File: src/rtl/dacbuf_pkg.sv
package dacbuf_pkg;

   localparam int DEF_LANE_W = 8;
   localparam int DEF_LANES  = 2;
   localparam int DEF_SYNC   = 2;

   // host strobes after synchronization, active high
   typedef struct packed {
      logic wr;
      logic ld;
   } strobe_t;

endpackage

File: src/rtl/dacbuf_sync.sv
module dacbuf_sync #(
   parameter int W      = 1,
   parameter int STAGES = 2,
   parameter logic [W-1:0] INIT = '0
) (
   input  logic         clk,
   input  logic         rst_n,
   input  logic [W-1:0] d,
   output logic [W-1:0] q
);

   if (STAGES < 2) begin : g_bad_stages
      $error("dacbuf_sync: STAGES must be at least 2");
   end

   logic [W-1:0] stg [STAGES];

   always_ff @(posedge clk or negedge rst_n) begin
      if (!rst_n) begin
         for (int i = 0; i < STAGES; i++) stg[i] <= INIT;
      end else begin
         stg[0] <= d;
         for (int i = 1; i < STAGES; i++) stg[i] <= stg[i-1];
      end
   end

   assign q = stg[STAGES-1];

endmodule

File: src/rtl/dacbuf_rstgen.sv
module dacbuf_rstgen #(
   parameter int STAGES = 2
) (
   input  logic clk,
   input  logic arst_n,
   output logic rst_o_n
);

   if (STAGES < 2) begin : g_bad_stages
      $error("dacbuf_rstgen: STAGES must be at least 2");
   end

   logic [STAGES-1:0] chain;

   always_ff @(posedge clk or negedge arst_n) begin
      if (!arst_n) chain <= '0;
      else         chain <= {chain[STAGES-2:0], 1'b1};
   end

   assign rst_o_n = chain[STAGES-1];

endmodule

File: src/rtl/dacbuf_lane.sv
module dacbuf_lane #(
   parameter int W = 8
) (
   input  logic         clk,
   input  logic         rst_n,
   input  logic         we,
   input  logic [W-1:0] d,
   output logic [W-1:0] q,
   output logic [W-1:0] q_nxt
);

   if (W < 1) begin : g_bad_width
      $error("dacbuf_lane: W must be positive");
   end

   // forwarded next value emulates a transparent latch
   assign q_nxt = we ? d : q;

   always_ff @(posedge clk or negedge rst_n) begin
      if (!rst_n) q <= '0;
      else        q <= q_nxt;
   end

   // a lane that is not written keeps its contents
   a_r4_lane_hold: assert property (@(posedge clk) disable iff (!rst_n)
      !we |=> $stable(q));

endmodule

File: src/rtl/dacbuf_out.sv
module dacbuf_out #(
   parameter int W = 16
) (
   input  logic         clk,
   input  logic         rst_n,
   input  logic         ld,
   input  logic [W-1:0] d,
   output logic [W-1:0] code,
   output logic         upd
);

   logic [W-1:0] nxt;

   assign nxt = ld ? d : code;

   always_ff @(posedge clk or negedge rst_n) begin
      if (!rst_n) begin
         code <= '0;
         upd  <= 1'b0;
      end else begin
         code <= nxt;
         upd  <= (nxt != code);
      end
   end

   // hold while load inactive
   a_r5_hold: assert property (@(posedge clk) disable iff (!rst_n)
      !ld |=> $stable(code));

   // follow the input register while load active
   a_r5_follow: assert property (@(posedge clk) disable iff (!rst_n)
      ld |=> code == $past(d));

   // a pulse only marks a real change
   a_r9_pulse_means_change: assert property (@(posedge clk) disable iff (!rst_n)
      upd |-> code != $past(code));

   // every change is marked
   a_r9_change_pulsed: assert property (@(posedge clk) disable iff (!rst_n)
      code != $past(code) |-> upd);

endmodule

File: src/rtl/dac_dbuf.sv
module dac_dbuf
   import dacbuf_pkg::*;
#(
   parameter int LANE_W      = DEF_LANE_W,
   parameter int LANES       = DEF_LANES,
   parameter int SYNC_STAGES = DEF_SYNC,
   localparam int WIDTH      = LANE_W * LANES
) (
   input  logic             clk,
   input  logic             rst_n,
   input  logic             clr_n,
   input  logic             wr_n,
   input  logic [LANES-1:0] sel_n,
   input  logic             ld_n,
   input  logic [WIDTH-1:0] din,
   output logic [WIDTH-1:0] code,
   output logic             upd
);

   localparam int SW = WIDTH + LANES + 2;
   localparam logic [SW-1:0] SYNC_INIT = {{(LANES+2){1'b1}}, {WIDTH{1'b0}}};

   if (LANE_W < 1 || LANES < 1) begin : g_bad_geometry
      $error("dac_dbuf: LANE_W and LANES must be positive");
   end
   if (SYNC_STAGES < 2) begin : g_bad_sync
      $error("dac_dbuf: SYNC_STAGES must be at least 2");
   end

   logic [SW-1:0]    raw, synced;
   strobe_t          stb;
   logic [LANES-1:0] sel;
   logic [WIDTH-1:0] dsync;
   logic [WIDTH-1:0] in_q, in_nxt;
   logic             arst_n, rst_i_n;

   // data and strobes cross together so they stay aligned
   assign raw = {ld_n, wr_n, sel_n, din};

   dacbuf_sync #(.W(SW), .STAGES(SYNC_STAGES), .INIT(SYNC_INIT)) u_sync (
      .clk   (clk),
      .rst_n (rst_n),
      .d     (raw),
      .q     (synced)
   );

   assign stb.ld = ~synced[SW-1];
   assign stb.wr = ~synced[SW-2];
   assign sel    = ~synced[WIDTH +: LANES];
   assign dsync  = synced[WIDTH-1:0];

   assign arst_n = rst_n & clr_n;

   dacbuf_rstgen #(.STAGES(SYNC_STAGES)) u_rst (
      .clk     (clk),
      .arst_n  (arst_n),
      .rst_o_n (rst_i_n)
   );

   for (genvar g = 0; g < LANES; g++) begin : g_lane
      dacbuf_lane #(.W(LANE_W)) u_lane (
         .clk   (clk),
         .rst_n (rst_i_n),
         .we    (stb.wr & sel[g]),
         .d     (dsync[g*LANE_W +: LANE_W]),
         .q     (in_q[g*LANE_W +: LANE_W]),
         .q_nxt (in_nxt[g*LANE_W +: LANE_W])
      );
   end

   dacbuf_out #(.W(WIDTH)) u_out (
      .clk   (clk),
      .rst_n (rst_i_n),
      .ld    (stb.ld),
      .d     (in_nxt),
      .code  (code),
      .upd   (upd)
   );

   // clear or reset forces all stages to zero
   a_r7_clear_zero: assert property (@(posedge clk)
      (!clr_n || !rst_n) |-> (code == '0 && in_q == '0));

   // no write strobe or no select leaves the input register alone
   a_r4_no_write: assert property (@(posedge clk) disable iff (!rst_i_n)
      (!stb.wr || sel == '0) |=> $stable(in_q));

   // full-width write captures the whole bus
   a_r3_full_write: assert property (@(posedge clk) disable iff (!rst_i_n)
      (stb.wr && (&sel)) |=> in_q == $past(dsync));

endmodule

File: config.mk
export PLATFORM = sky130hd
export DESIGN_NAME = dac_dbuf
export DESIGN_NICKNAME = d
export VERILOG_FILES = /design/src/rtl/dacbuf_pkg.sv /design/src/rtl/dacbuf_sync.sv /design/src/rtl/dacbuf_rstgen.sv /design/src/rtl/dacbuf_lane.sv /design/src/rtl/dacbuf_out.sv /design/src/rtl/dac_dbuf.sv
export SDC_FILE = /design/constraint.sdc
export NUM_CORES = 1
export LEC_CHECK = 0
export ABC_AREA = 1
export BUFFER_PORTS_ARGS = -buffer_cell sky130_fd_sc_hd__buf_2
export CORE_ASPECT_RATIO = 0.9
export CORE_MARGIN = 10
export CORE_UTILIZATION = 39
export CTS_CLUSTER_DIAMETER = 100
export CTS_CLUSTER_SIZE = 40
export DETAILED_ROUTE_END_ITERATION = 10
export GPL_ROUTABILITY_DRIVEN = 0
export PLACE_DENSITY = 0.68
export SLEW_MARGIN = 10
export SYNTH_ARGS = -nofsm -noshare
export SYNTH_HDL_FRONTEND = slang
export SYNTH_HIERARCHICAL = 1
export SYNTH_SLANG_ARGS = --single-unit
File: constraint.sdc
create_clock -name clk -period 1.29 [get_ports clk]
set_input_delay 0.258 -clock clk [delete_from_list [all_inputs] [get_ports clk]]
set_output_delay 0.258 -clock clk [all_outputs]
set_load 0.005 [all_outputs]
==> results of run 1 <==
==> power groups by stage <==
stage / Combinational (mW) / Clock [mW] / Sequential (mW)
global route: 0.865 / 1.98 / 2.70
CTS: 0.676 / 1.89 / 2.66
global placement: 0.615 / 0 / 2.69
detailed placement: 0.641 / 0 / 2.70
finish: 0.761 / 1.84 / 2.67
floorplan: 0.389 / 0 / 2.70
==> layout make-up <==
class / instances / area, sq um
Clock inverter: 5 / 61.3
Timing Repair Buffer: 68 / 465
Tap cell: 93 / 116
Clock buffer: 11 / 151
Fill cell: 619 / 3500
Sequential cell: 75 / 1890
Inverter: 29 / 124
Multi-Input combinational cell: 147 / 774
==> critical path, cell delays in order, from the launching register on <==
cell and delay (ns):
dfstp_2 0.58, nor2_4 0.05, buf_6 0.14, buf_4 0.14, nand2_4 0.05, nand2_4 0.06
nand3_2 0.07, nand2_1 0.05, nor2_1 0.10, nand2_1 0.09, nor2_1 0.11, nand2_1 0.05
==> logic make-up after synthesis <==
group                  count (synthesis)
buffers and inverters                 58
and+or+nand+nor                      130
other                                  1
AOI/OAI and AO/OA                     16
DFF                                   75
==> flip-flops by register name, summed over array words and instances (netlist names) <==
name	flops
g_lane.u_lane/q	16
u_out/code	16
u_out/upd	1
u_rst/chain	2
u_sync/q	20
u_sync/stg	20
==> stage by stage <==
stage,hold slack (ns),setup TNS [ns]
2_1_floorplan,-0.0376,-0.181
3_3_place_gp,0.125,-0.707
3_5_place_dp,0.125,-1.87
4_1_cts,0.00170,-0.286
5_1_grt,0.00581,-1.57
6_report,0.0204,-0.750
==> repair_timing <==
action,in CTS,in global routing
buffers inserted,1,9
gates cloned,1,0
hold endpoints to repair,15,0
hold buffers,4,0
pin swaps,13,26
endpoints found under the setup margin,20,8
gates resized for setup,15,32
==> cells in the final DEF (no fill, tap or decap), drive strengths merged <==
| cell | n |
|---|---|
| buf | 64 |
| bufinv | 1 |
| clkbuf | 11 |
| clkinv | 5 |
| conb | 1 |
| dfrtp | 67 |
| dfstp | 8 |
| dlygate4sd3 | 4 |
| inv | 28 |
| nand2 | 86 |
| nand3 | 30 |
| nand3b | 2 |
| nor2 | 12 |
| o21ai | 16 |
==> routing by layer <==
metal | wire (microns) | track usage [%] | vias up
met1 | 2330 | 12.4 | 906
met5 | 0 | 0 | -
li1 | - | - | 940
met2 | 2580 | 15.4 | 47
met4 | 123 | 6.30 | 0
met3 | 371 | 3.96 | 10
==> worst max-delay path by stage <==
stage / startpoint / end / slack [ns]
floorplan: u_sync/q[18]$_DFF_PN1_ / u_out/upd$_DFF_PN0_ / -0.18
global placement: u_sync/q[18]$_DFF_PN1_ / u_out/upd$_DFF_PN0_ / -0.40
detailed placement: u_sync/q[18]$_DFF_PN1_ / u_out/upd$_DFF_PN0_ / -0.53
CTS: u_sync/q[18]$_DFF_PN1_ / u_out/upd$_DFF_PN0_ / -0.29
global route: u_sync/q[18]$_DFF_PN1_ / u_out/upd$_DFF_PN0_ / -0.41
finish: u_sync/q[18]$_DFF_PN1_ / u_out/upd$_DFF_PN0_ / -0.31
==> results.py, run 1 <==
metrics = {
    "floorplanning": {
        "die_area_sq_um": 11100,
        "std_cell_rows": 29,
        "die_width_microns": 110,
        "initial_core_util_pct": 40.2,
        "coreArea_sq_um": 7080,
        "io_pins": 40,
        "die_height_microns": 101,
    },
    "global_routing": {
        "grt_first_pass_wirelength_microns": 8970,
        "grt_overflow": 0,
        "grtUsageTotal_pct": 10.4,
        "grt_max_degree": 41,
        "grt_pass1_vias": 1921,
        "antenna_found_initial": 0,
    },
    "sta": {
        "fmax_mhz": 626,
        "setup_violations": 6,
        "clock-skew-final_ns": 0.0144,
        "min_period_ns": 1.60,
        "rsz0062_at_grt": "yes",
        "drv_slew": 0,
        "finalHoldViolCount": 0,
        "fin_crit_sh_pct": 124,
        "timing.final.ws_setup_ns": -0.306,
    },
    "synthesis": {
        "yosys.cell_types.count": 14,
        "synth.net_count": 303,
        "synthMuxAreaShare_pct": 0,
        "ys_warn_count": 6,
        "ys_seq_area_share_pct": 66.3,
        "synth_cells": 280,
        "synth.avg_cell_area_sq_um": 10.2,
        "ys_ff_latch": 75,
        "synth_area_leader_cell": "dfrtp_1",
        "async_flop_share_pct": 100,
        "synth_fa_ha_area_share_pct": 0,
        "synthTopCellsByCount": "86 x nand2_1, 67 x dfrtp_1, 30 x nand3_1, 27 x inv_1, 20 x buf_4",
        "synth-compound-area-share_pct": 2.82,
        "yosys.area_share.simple_pct": 18.7,
        "ys.flop_type": "dfrtp_1",
        "syn_area_sq_um": 2840,
        "yosysMostFrequentCell": "nand2_1",
        "synth_xor_xnor_area_share_pct": 0,
        "synth_top_family_by_area": "simple AND/OR/NAND/NOR gates",
        "synth.top_cell.area_share_pct": 59.0,
        "synth-edff-count": 0,
        "ys_top_cells_by_area": "dfrtp_1 59%, nand2_1 11%, dfstp_2 7.4%, buf_4 5.3%, nand3_1 5.3%",
    },
    "clocking": {
        "root_buffer": "clkbuf_8",
        "cts_htree_levels": 3,
        "cts_tree": "built",
        "numCtsBuffers": 9,
        "clk_latency_ns": 0.34,
        "ctsLongestPathBuffers": 2,
        "cts_sinks": 75,
        "cts.clk_slew.worst_paths_ns": 0.08,
    },
    "route": {
        "drc": 0,
        "antenna_left": 0,
        "via_per_inst": 4.45,
        "first_pass_iters": 4,
        "vias": 1903,
        "wl_per_cell_microns": 12.6,
        "drt-total-wl_microns": 5400,
        "drt_iter0_markers": 95,
    },
    "pwr": {
        "power_mw": 5.27,
        "p_comb_share_pct": 14.4,
        "p_switching_mw": 1.37,
        "ir_drop_mv": 0.676,
        "p_seq_share_pct": 50.7,
        "swShare_pct": 25.9,
        "p_clk_share_pct": 34.9,
        "power_density_nw_per_um2": 1470,
        "leakagePower_nw": 1.82,
        "internal_power_mw": 3.91,
    },
    "placed_design": {
        "portBuffers": 39,
        "dpl_cell_area_sq_um": 3090,
        "place_inst": 397,
        "dp_hpwl_microns": 3760,
        "place_ws_ns": -0.533,
    },
    "critical_path": {
        "crit_fanout": 5,
        "rr_startpoint": "u_sync/q[18]$_DFF_PN1_",
        "criticalPathCategory": "reg2reg",
        "worstPathRequired_ns": 1.52,
        "rr_worst_depth": 11,
        "cp.arrival_ns": 1.83,
        "reg2reg_to": "u_out/upd$_DFF_PN0_",
        "crit_path_end_kind": "flip-flop",
        "r2r_slack_ns": -0.31,
        "startpoint_type": "flip-flop",
    },
    "min_path": {
        "hold_path_class": "in2reg",
        "hold_depth": 1,
        "hp-start": "sel_n[0]",
        "hold_path_end": "u_sync/stg[36]$_DFF_PN1_",
    },
    "run_status": {
        "violations": "negative setup slack",
        "status": "finished, violations left",
    },
    "layout": {
        "antenna_cells": 0,
        "layout-drive-gt1-share_pct": 37.6,
        "fin_cells": 428,
        "areaGrowthSynthToFinish_pct": 25.9,
        "layout.nets": 353,
        "final_area_sq_um": 3580,
        "post-route-util_pct": 50.6,
    },
    "job": {
        "drv_cap": 0,
    },
}
Note: power is estimated with default switching activity, not from simulation.
==> run 2, diff against run 1 <==
- PLACE_DENSITY: 0.68 -> not set
- PLACE_DENSITY_LB_ADDON: not set -> 0.15
==> results.py, run 2 (synthesis results as in run 1) <==
metrics = {
    "run_status": {
        "status": "finished, violations left",
        "violations": "negative setup slack",
    },
    "route": {
        "wl_per_cell_microns": 12.0,
        "first_pass_iters": 4,
        "antenna_left": 0,
        "drt-total-wl_microns": 5220,
        "drc": 0,
        "drt_iter0_markers": 108,
        "vias": 1874,
        "via_per_inst": 4.30,
    },
    "pwr": {
        "p_comb_share_pct": 12.9,
        "p_clk_share_pct": 38.8,
        "swShare_pct": 24.5,
        "power_density_nw_per_um2": 1510,
        "power_mw": 5.51,
        "internal_power_mw": 4.16,
        "p_switching_mw": 1.35,
        "p_seq_share_pct": 48.3,
        "ir_drop_mv": 0.798,
        "leakagePower_nw": 1.83,
    },
    "min_path": {
        "hold_path_class": "in2reg",
        "hp-start": "din[15]",
        "hold_depth": 1,
    },
    "critical_path": {
        "crit_top_cell": "nand2_1",
        "slowest_stage": "dfstp_2",
        "startpoint_type": "flip-flop",
        "crit_path_end_kind": "flip-flop",
        "cpPeakStageDelay_ns": 0.59,
        "rr_startpoint": "u_sync/q[18]$_DFF_PN1_",
        "rr_worst_depth": 10,
        "criticalPathCategory": "reg2reg",
        "crit_chain": "nor2_4 > inv_6 > nand2_1 > nand2_2 > nand3b_1 > nand2_1 > nor2_1 > nand2_1 > nor2_2 > nand2_1",
        "cp.arrival_ns": 1.78,
        "crit_path_start": "u_sync/q[18]$_DFF_PN1_",
        "worstPathRequired_ns": 1.52,
        "critPathBufInv": 1,
        "cpLargestDelayFamily": "simple AND/OR/NAND/NOR gates",
        "crit_fanout": 8,
        "crit_cells": 10,
    },
    "sta": {
        "finalHoldViolCount": 0,
        "holdWs_ns": 0.0230,
        "drv_slew": 0,
        "fmax_mhz": 647,
        "fin_crit_sh_pct": 120,
        "setup_violations": 2,
        "timing.final.ws_setup_ns": -0.255,
        "min_period_ns": 1.54,
        "setup_tns_ns": -0.320,
        "rsz0062_at_grt": "yes",
        "clock-skew-final_ns": 0.0120,
    },
    "floorplanning": {
        "die_width_microns": 110,
        "io_pins": 40,
        "die_area_sq_um": 11100,
        "coreArea_sq_um": 7080,
        "initial_core_util_pct": 40.2,
        "std_cell_rows": 29,
        "die_height_microns": 101,
    },
    "global_routing": {
        "grt_pass1_vias": 1929,
        "grt_first_pass_wirelength_microns": 8890,
        "grtUsageTotal_pct": 10.4,
        "grt_overflow": 0,
        "grt_max_degree": 37,
        "antenna_found_initial": 0,
    },
    "clocking": {
        "cts_htree_levels": 3,
        "cts_sinks": 75,
        "clk_latency_ns": 0.35,
        "cts_tree": "built",
        "ctsLongestPathBuffers": 2,
        "cts.clk_slew.worst_paths_ns": 0.08,
        "numCtsBuffers": 9,
        "root_buffer": "clkbuf_8",
    },
    "layout": {
        "layout.nets": 362,
        "post-route-util_pct": 51.4,
        "antenna_cells": 0,
        "largestRegisters": "u_sync/q: 20 flops, u_sync/stg: 20 flops",
        "layout_common_cells": "67 x dfrtp_1, 64 x nand2_1, 39 x buf_2",
        "fin_cells": 436,
        "layout_commonest_cell": "dfrtp_1",
        "areaGrowthSynthToFinish_pct": 28.0,
        "layout-drive-gt1-share_pct": 32.7,
    },
    "placed_design": {
        "place_inst": 398,
        "dp_hpwl_microns": 3590,
        "portBuffers": 39,
    },
    "job": {
        "drv_cap": 0,
    },
}
run 2: cell count changes in the layout (fill, tap and decap cells not counted), sizes merged:
cell / delta
dlygate4sd3: +15
buf: -7
bufinv: +2
clkbuf: -2
clkinv: -2
clkinvlp: +1
nor2: +1
run 2: timing repair:
| item | CTS | global route |
|---|---|---|
| setup endpoints to repair | 4 | 8 |
| hold buffers | 12 | 7 |
| pin swaps | 19 | 5 |
| gates cloned | 0 | 1 |
| gates resized for setup | 27 | 5 |
| buffers inserted | 4 | 1 |
| endpoints found under the hold margin | 46 | 7 |
run 2: path summary, 6_finish.rpt:
path | to | slack [ns]
max | u_out/upd$_DFF_PN0_ | -0.25
min | u_sync/stg[35]$_DFF_PN0_ | 0.02
max reg2reg | u_out/upd$_DFF_PN0_ | -0.25
min reg2reg | u_out/code[9]$_DFF_PN0_ | 0.28
max in group asynchronous | u_rst/chain[0]$_DFF_PN0_ | 0.53
min in group asynchronous | u_sync/stg[28]$_DFF_PN0_ | 0.26
run 2: area by class of cell:
type | instances | area (sq um)
sequential | 75 | 1890
inverter | 29 | 119
tap | 93 | 116
timing repair buffer | 76 | 553
fill | 651 | 3440
multi-input combinational | 148 | 726
clock buffer | 9 | 124
clock inverter | 6 | 115
run 2: power by group through the flow:
stage	Clock, mW	Combinational [mW]	Sequential, mW
6_report	2.14	0.710	2.66
5_1_grt	2.31	0.820	2.68
4_1_cts	2.20	0.700	2.66
3_5_place_dp	0	0.622	2.70
3_3_place_gp	0	0.610	2.70
2_1_floorplan	0	0.389	2.70
run 2: metal layers:
metal | track usage [%] | vias up | wire [microns]
li1 | - | 957 | -
met1 | 12.9 | 879 | 2470
met2 | 15.2 | 30 | 2370
met3 | 3.77 | 8 | 276
met4 | 6.00 | 0 | 97
met5 | 0 | - | 0
run 2: worst register-to-register path, stage by stage, from the launching register on:
cell and delay (ns):
dfstp_2 0.59, nor2_4 0.09, inv_6 0.09, nand2_1 0.07, nand2_2 0.09, nand3b_1 0.11, nand2_1 0.05, nor2_1 0.11
nand2_1 0.08, nor2_2 0.11, nand2_1 0.06
run 2: stage by stage:
| stage | instance area (sq um) | setup slack [ns] |
|---|---|---|
| after global placement | 3080 | -0.327 |
| after detailed placement | 3080 | -0.354 |
| after floorplan | 2870 | -0.181 |
| after global routing | 3640 | -0.353 |
| final | 3640 | -0.255 |
| after CTS | 3550 | -0.239 |
==> run 3, diff against run 2 <==
- CTS_CLUSTER_SIZE: 40 -> 20
- PLACE_DENSITY: not set -> 0.57
- PLACE_DENSITY_LB_ADDON: 0.15 -> not set
==> results.py, run 3 (synthesis results as in run 1) <==
metrics = {
    "run_status": {
        "status": "finished, violations left",
        "violations": "negative setup slack",
    },
    "critical_path": {
        "slowest_stage": "dfstp_2",
        "rr_startpoint": "u_sync/q[18]$_DFF_PN1_",
        "crit_chain": "nor2_4 > buf_6 > clkinv_8 > nand2_2 > nand2_2 > inv_2 > nand3_1 > nand2_1 > nor2_1 > nand2_1 > nor2_1 > nand2_1",
        "r2r_slack_ns": -0.29,
        "reg2reg_to": "u_out/upd$_DFF_PN0_",
        "criticalPathCategory": "reg2reg",
        "startpoint_type": "flip-flop",
        "crit_fanout": 8,
        "cp.arrival_ns": 1.81,
        "worstPathRequired_ns": 1.52,
        "cpPeakStageDelay_ns": 0.56,
        "crit_path_end_kind": "flip-flop",
        "crit_path_start": "u_sync/q[18]$_DFF_PN1_",
        "setup.worst_path.end": "u_out/upd$_DFF_PN0_",
        "rr_worst_depth": 12,
        "crit_top_cell": "nand2_1",
    },
    "sta": {
        "setup_tns_ns": -0.393,
        "holdWs_ns": 0.0259,
        "setup_violations": 2,
        "timing.final.ws_setup_ns": -0.285,
        "fin_crit_sh_pct": 122,
        "drv_slew": 0,
        "finalHoldViolCount": 0,
        "fmax_mhz": 635,
        "min_period_ns": 1.58,
        "rsz0062_at_grt": "yes",
        "clock-skew-final_ns": 0.00665,
    },
    "floorplanning": {
        "die_area_sq_um": 11100,
        "coreArea_sq_um": 7080,
        "io_pins": 40,
        "die_width_microns": 110,
        "std_cell_rows": 29,
        "die_height_microns": 101,
        "initial_core_util_pct": 40.2,
    },
    "global_routing": {
        "antenna_found_initial": 0,
        "grtUsageTotal_pct": 10.4,
        "grt_first_pass_wirelength_microns": 8850,
        "grt_overflow": 0,
        "grt_max_degree": 34,
        "grt_pass1_vias": 1902,
    },
    "layout": {
        "post-route-util_pct": 52.8,
        "layout_commonest_cell": "dfrtp_1",
        "areaGrowthSynthToFinish_pct": 31.4,
        "antenna_cells": 0,
        "layout_common_cells": "67 x dfrtp_1, 51 x nand2_1, 39 x buf_2",
        "fillerInstances": 645,
        "largestRegisters": "u_sync/q: 20 flops, u_sync/stg: 20 flops",
        "layout.nets": 368,
        "layout-drive-gt1-share_pct": 37.7,
    },
    "route": {
        "drc": 0,
        "first_pass_iters": 4,
        "drt-total-wl_microns": 5320,
        "antenna_left": 0,
        "drt_iter0_markers": 98,
        "wl_per_cell_microns": 12.0,
        "via_per_inst": 4.32,
        "vias": 1914,
    },
    "pwr": {
        "p_clk_share_pct": 36.7,
        "internal_power_mw": 4.12,
        "p_comb_share_pct": 14.3,
        "swShare_pct": 24.4,
        "leakagePower_nw": 1.87,
        "p_switching_mw": 1.33,
        "p_seq_share_pct": 49.0,
        "ir_drop_mv": 0.852,
        "power_density_nw_per_um2": 1460,
    },
    "clocking": {
        "cts_htree_levels": 3,
        "cts_sinks": 75,
        "root_buffer": "clkbuf_8",
        "numCtsBuffers": 9,
        "clk_latency_ns": 0.34,
        "cts_tree": "built",
        "cts.clk_slew.worst_paths_ns": 0.07,
        "ctsLongestPathBuffers": 2,
    },
    "min_path": {
        "hold_depth": 1,
        "hold_path_class": "in2reg",
    },
    "placed_design": {
        "dp_hpwl_microns": 3590,
        "portBuffers": 39,
    },
    "job": {
        "drv_cap": 0,
    },
}
## run 3: changes by cell type in the layout (fill, tap and decap cells not counted), sizes merged
| cell | before | now |
|---|---|---|
| clkinv | 3 | 4 |
| clkbuf | 9 | 12 |
| inv | 28 | 27 |
| bufinv | 3 | 2 |
| buf | 57 | 63 |
| clkinvlp | 1 | 0 |
## run 3: worst max-delay path, delay by kind of cell, from the launching register on
kind / cells / cell delay (ns)
AND/OR/NAND/NOR: 9 / 0.68
flip-flops: 1 / 0.56
buffers and inverters: 3 / 0.23
## run 3: per-stage QoR
stage,power [mW],std cells,instance area [sq um],worst slack [ns]
after floorplan,3.09,280,2870,-0.181
after global placement,3.31,399,3080,-0.416
final,5.45,443,3740,-0.285
after CTS,5.44,435,3530,-0.274
after global routing,5.78,443,3740,-0.406
after detailed placement,3.33,399,3080,-0.467
## run 3: layer usage
metal	vias to the layer above	GRT usage [%]	share of wire (%)
met5	-	0	0
met4	0	3.60	1.5
met3	9	5.50	6.5
met2	43	15.5	47
met1	895	12.4	45
li1	967	-	-
## run 3: area by class of cell
cell class	instances	area, sq um	share of cell area (%)
sequential	75	1890	50.5
multi-input combinational	148	788	21.1
timing repair buffer	82	589	15.8
clock buffer	12	155	4.15
inverter	29	126	3.38
tap	93	116	3.11
clock inverter	4	73.8	1.98
## run 3: worst min path at each step
stage	start	endpoint	slack (ns)
after global placement	clr_n	u_rst/chain[1]$_DFF_PN0_	0.13
after floorplan	rst_n	u_sync/q[0]$_DFF_PN0_	-0.04
after global routing	din[5]	u_sync/stg[25]$_DFF_PN0_	0.004
after CTS	din[0]	u_sync/stg[20]$_DFF_PN0_	0.001
final	din[0]	u_sync/stg[20]$_DFF_PN0_	0.03
after detailed placement	clr_n	u_rst/chain[1]$_DFF_PN0_	0.13
## run 3: what timing repair did
action                                  in CTS  in global routing
endpoints found under the setup margin      14                  7
gates cloned                                 2                  0
hold buffers                                16                  3
gates resized for setup                     12                 45
endpoints found under the hold margin       25                  3
setup buffers                                2                  5
pin swaps                                    5                 27
## run 3: power by group through the flow
stage / registers (mW) / clock network, mW / logic, mW
6_report: 2.67 / 2.00 / 0.780
5_1_grt: 2.69 / 2.20 / 0.887
4_1_cts: 2.66 / 2.09 / 0.693
3_5_place_dp: 2.70 / 0 / 0.629
3_3_place_gp: 2.69 / 0 / 0.616
2_1_floorplan: 2.70 / 0 / 0.389
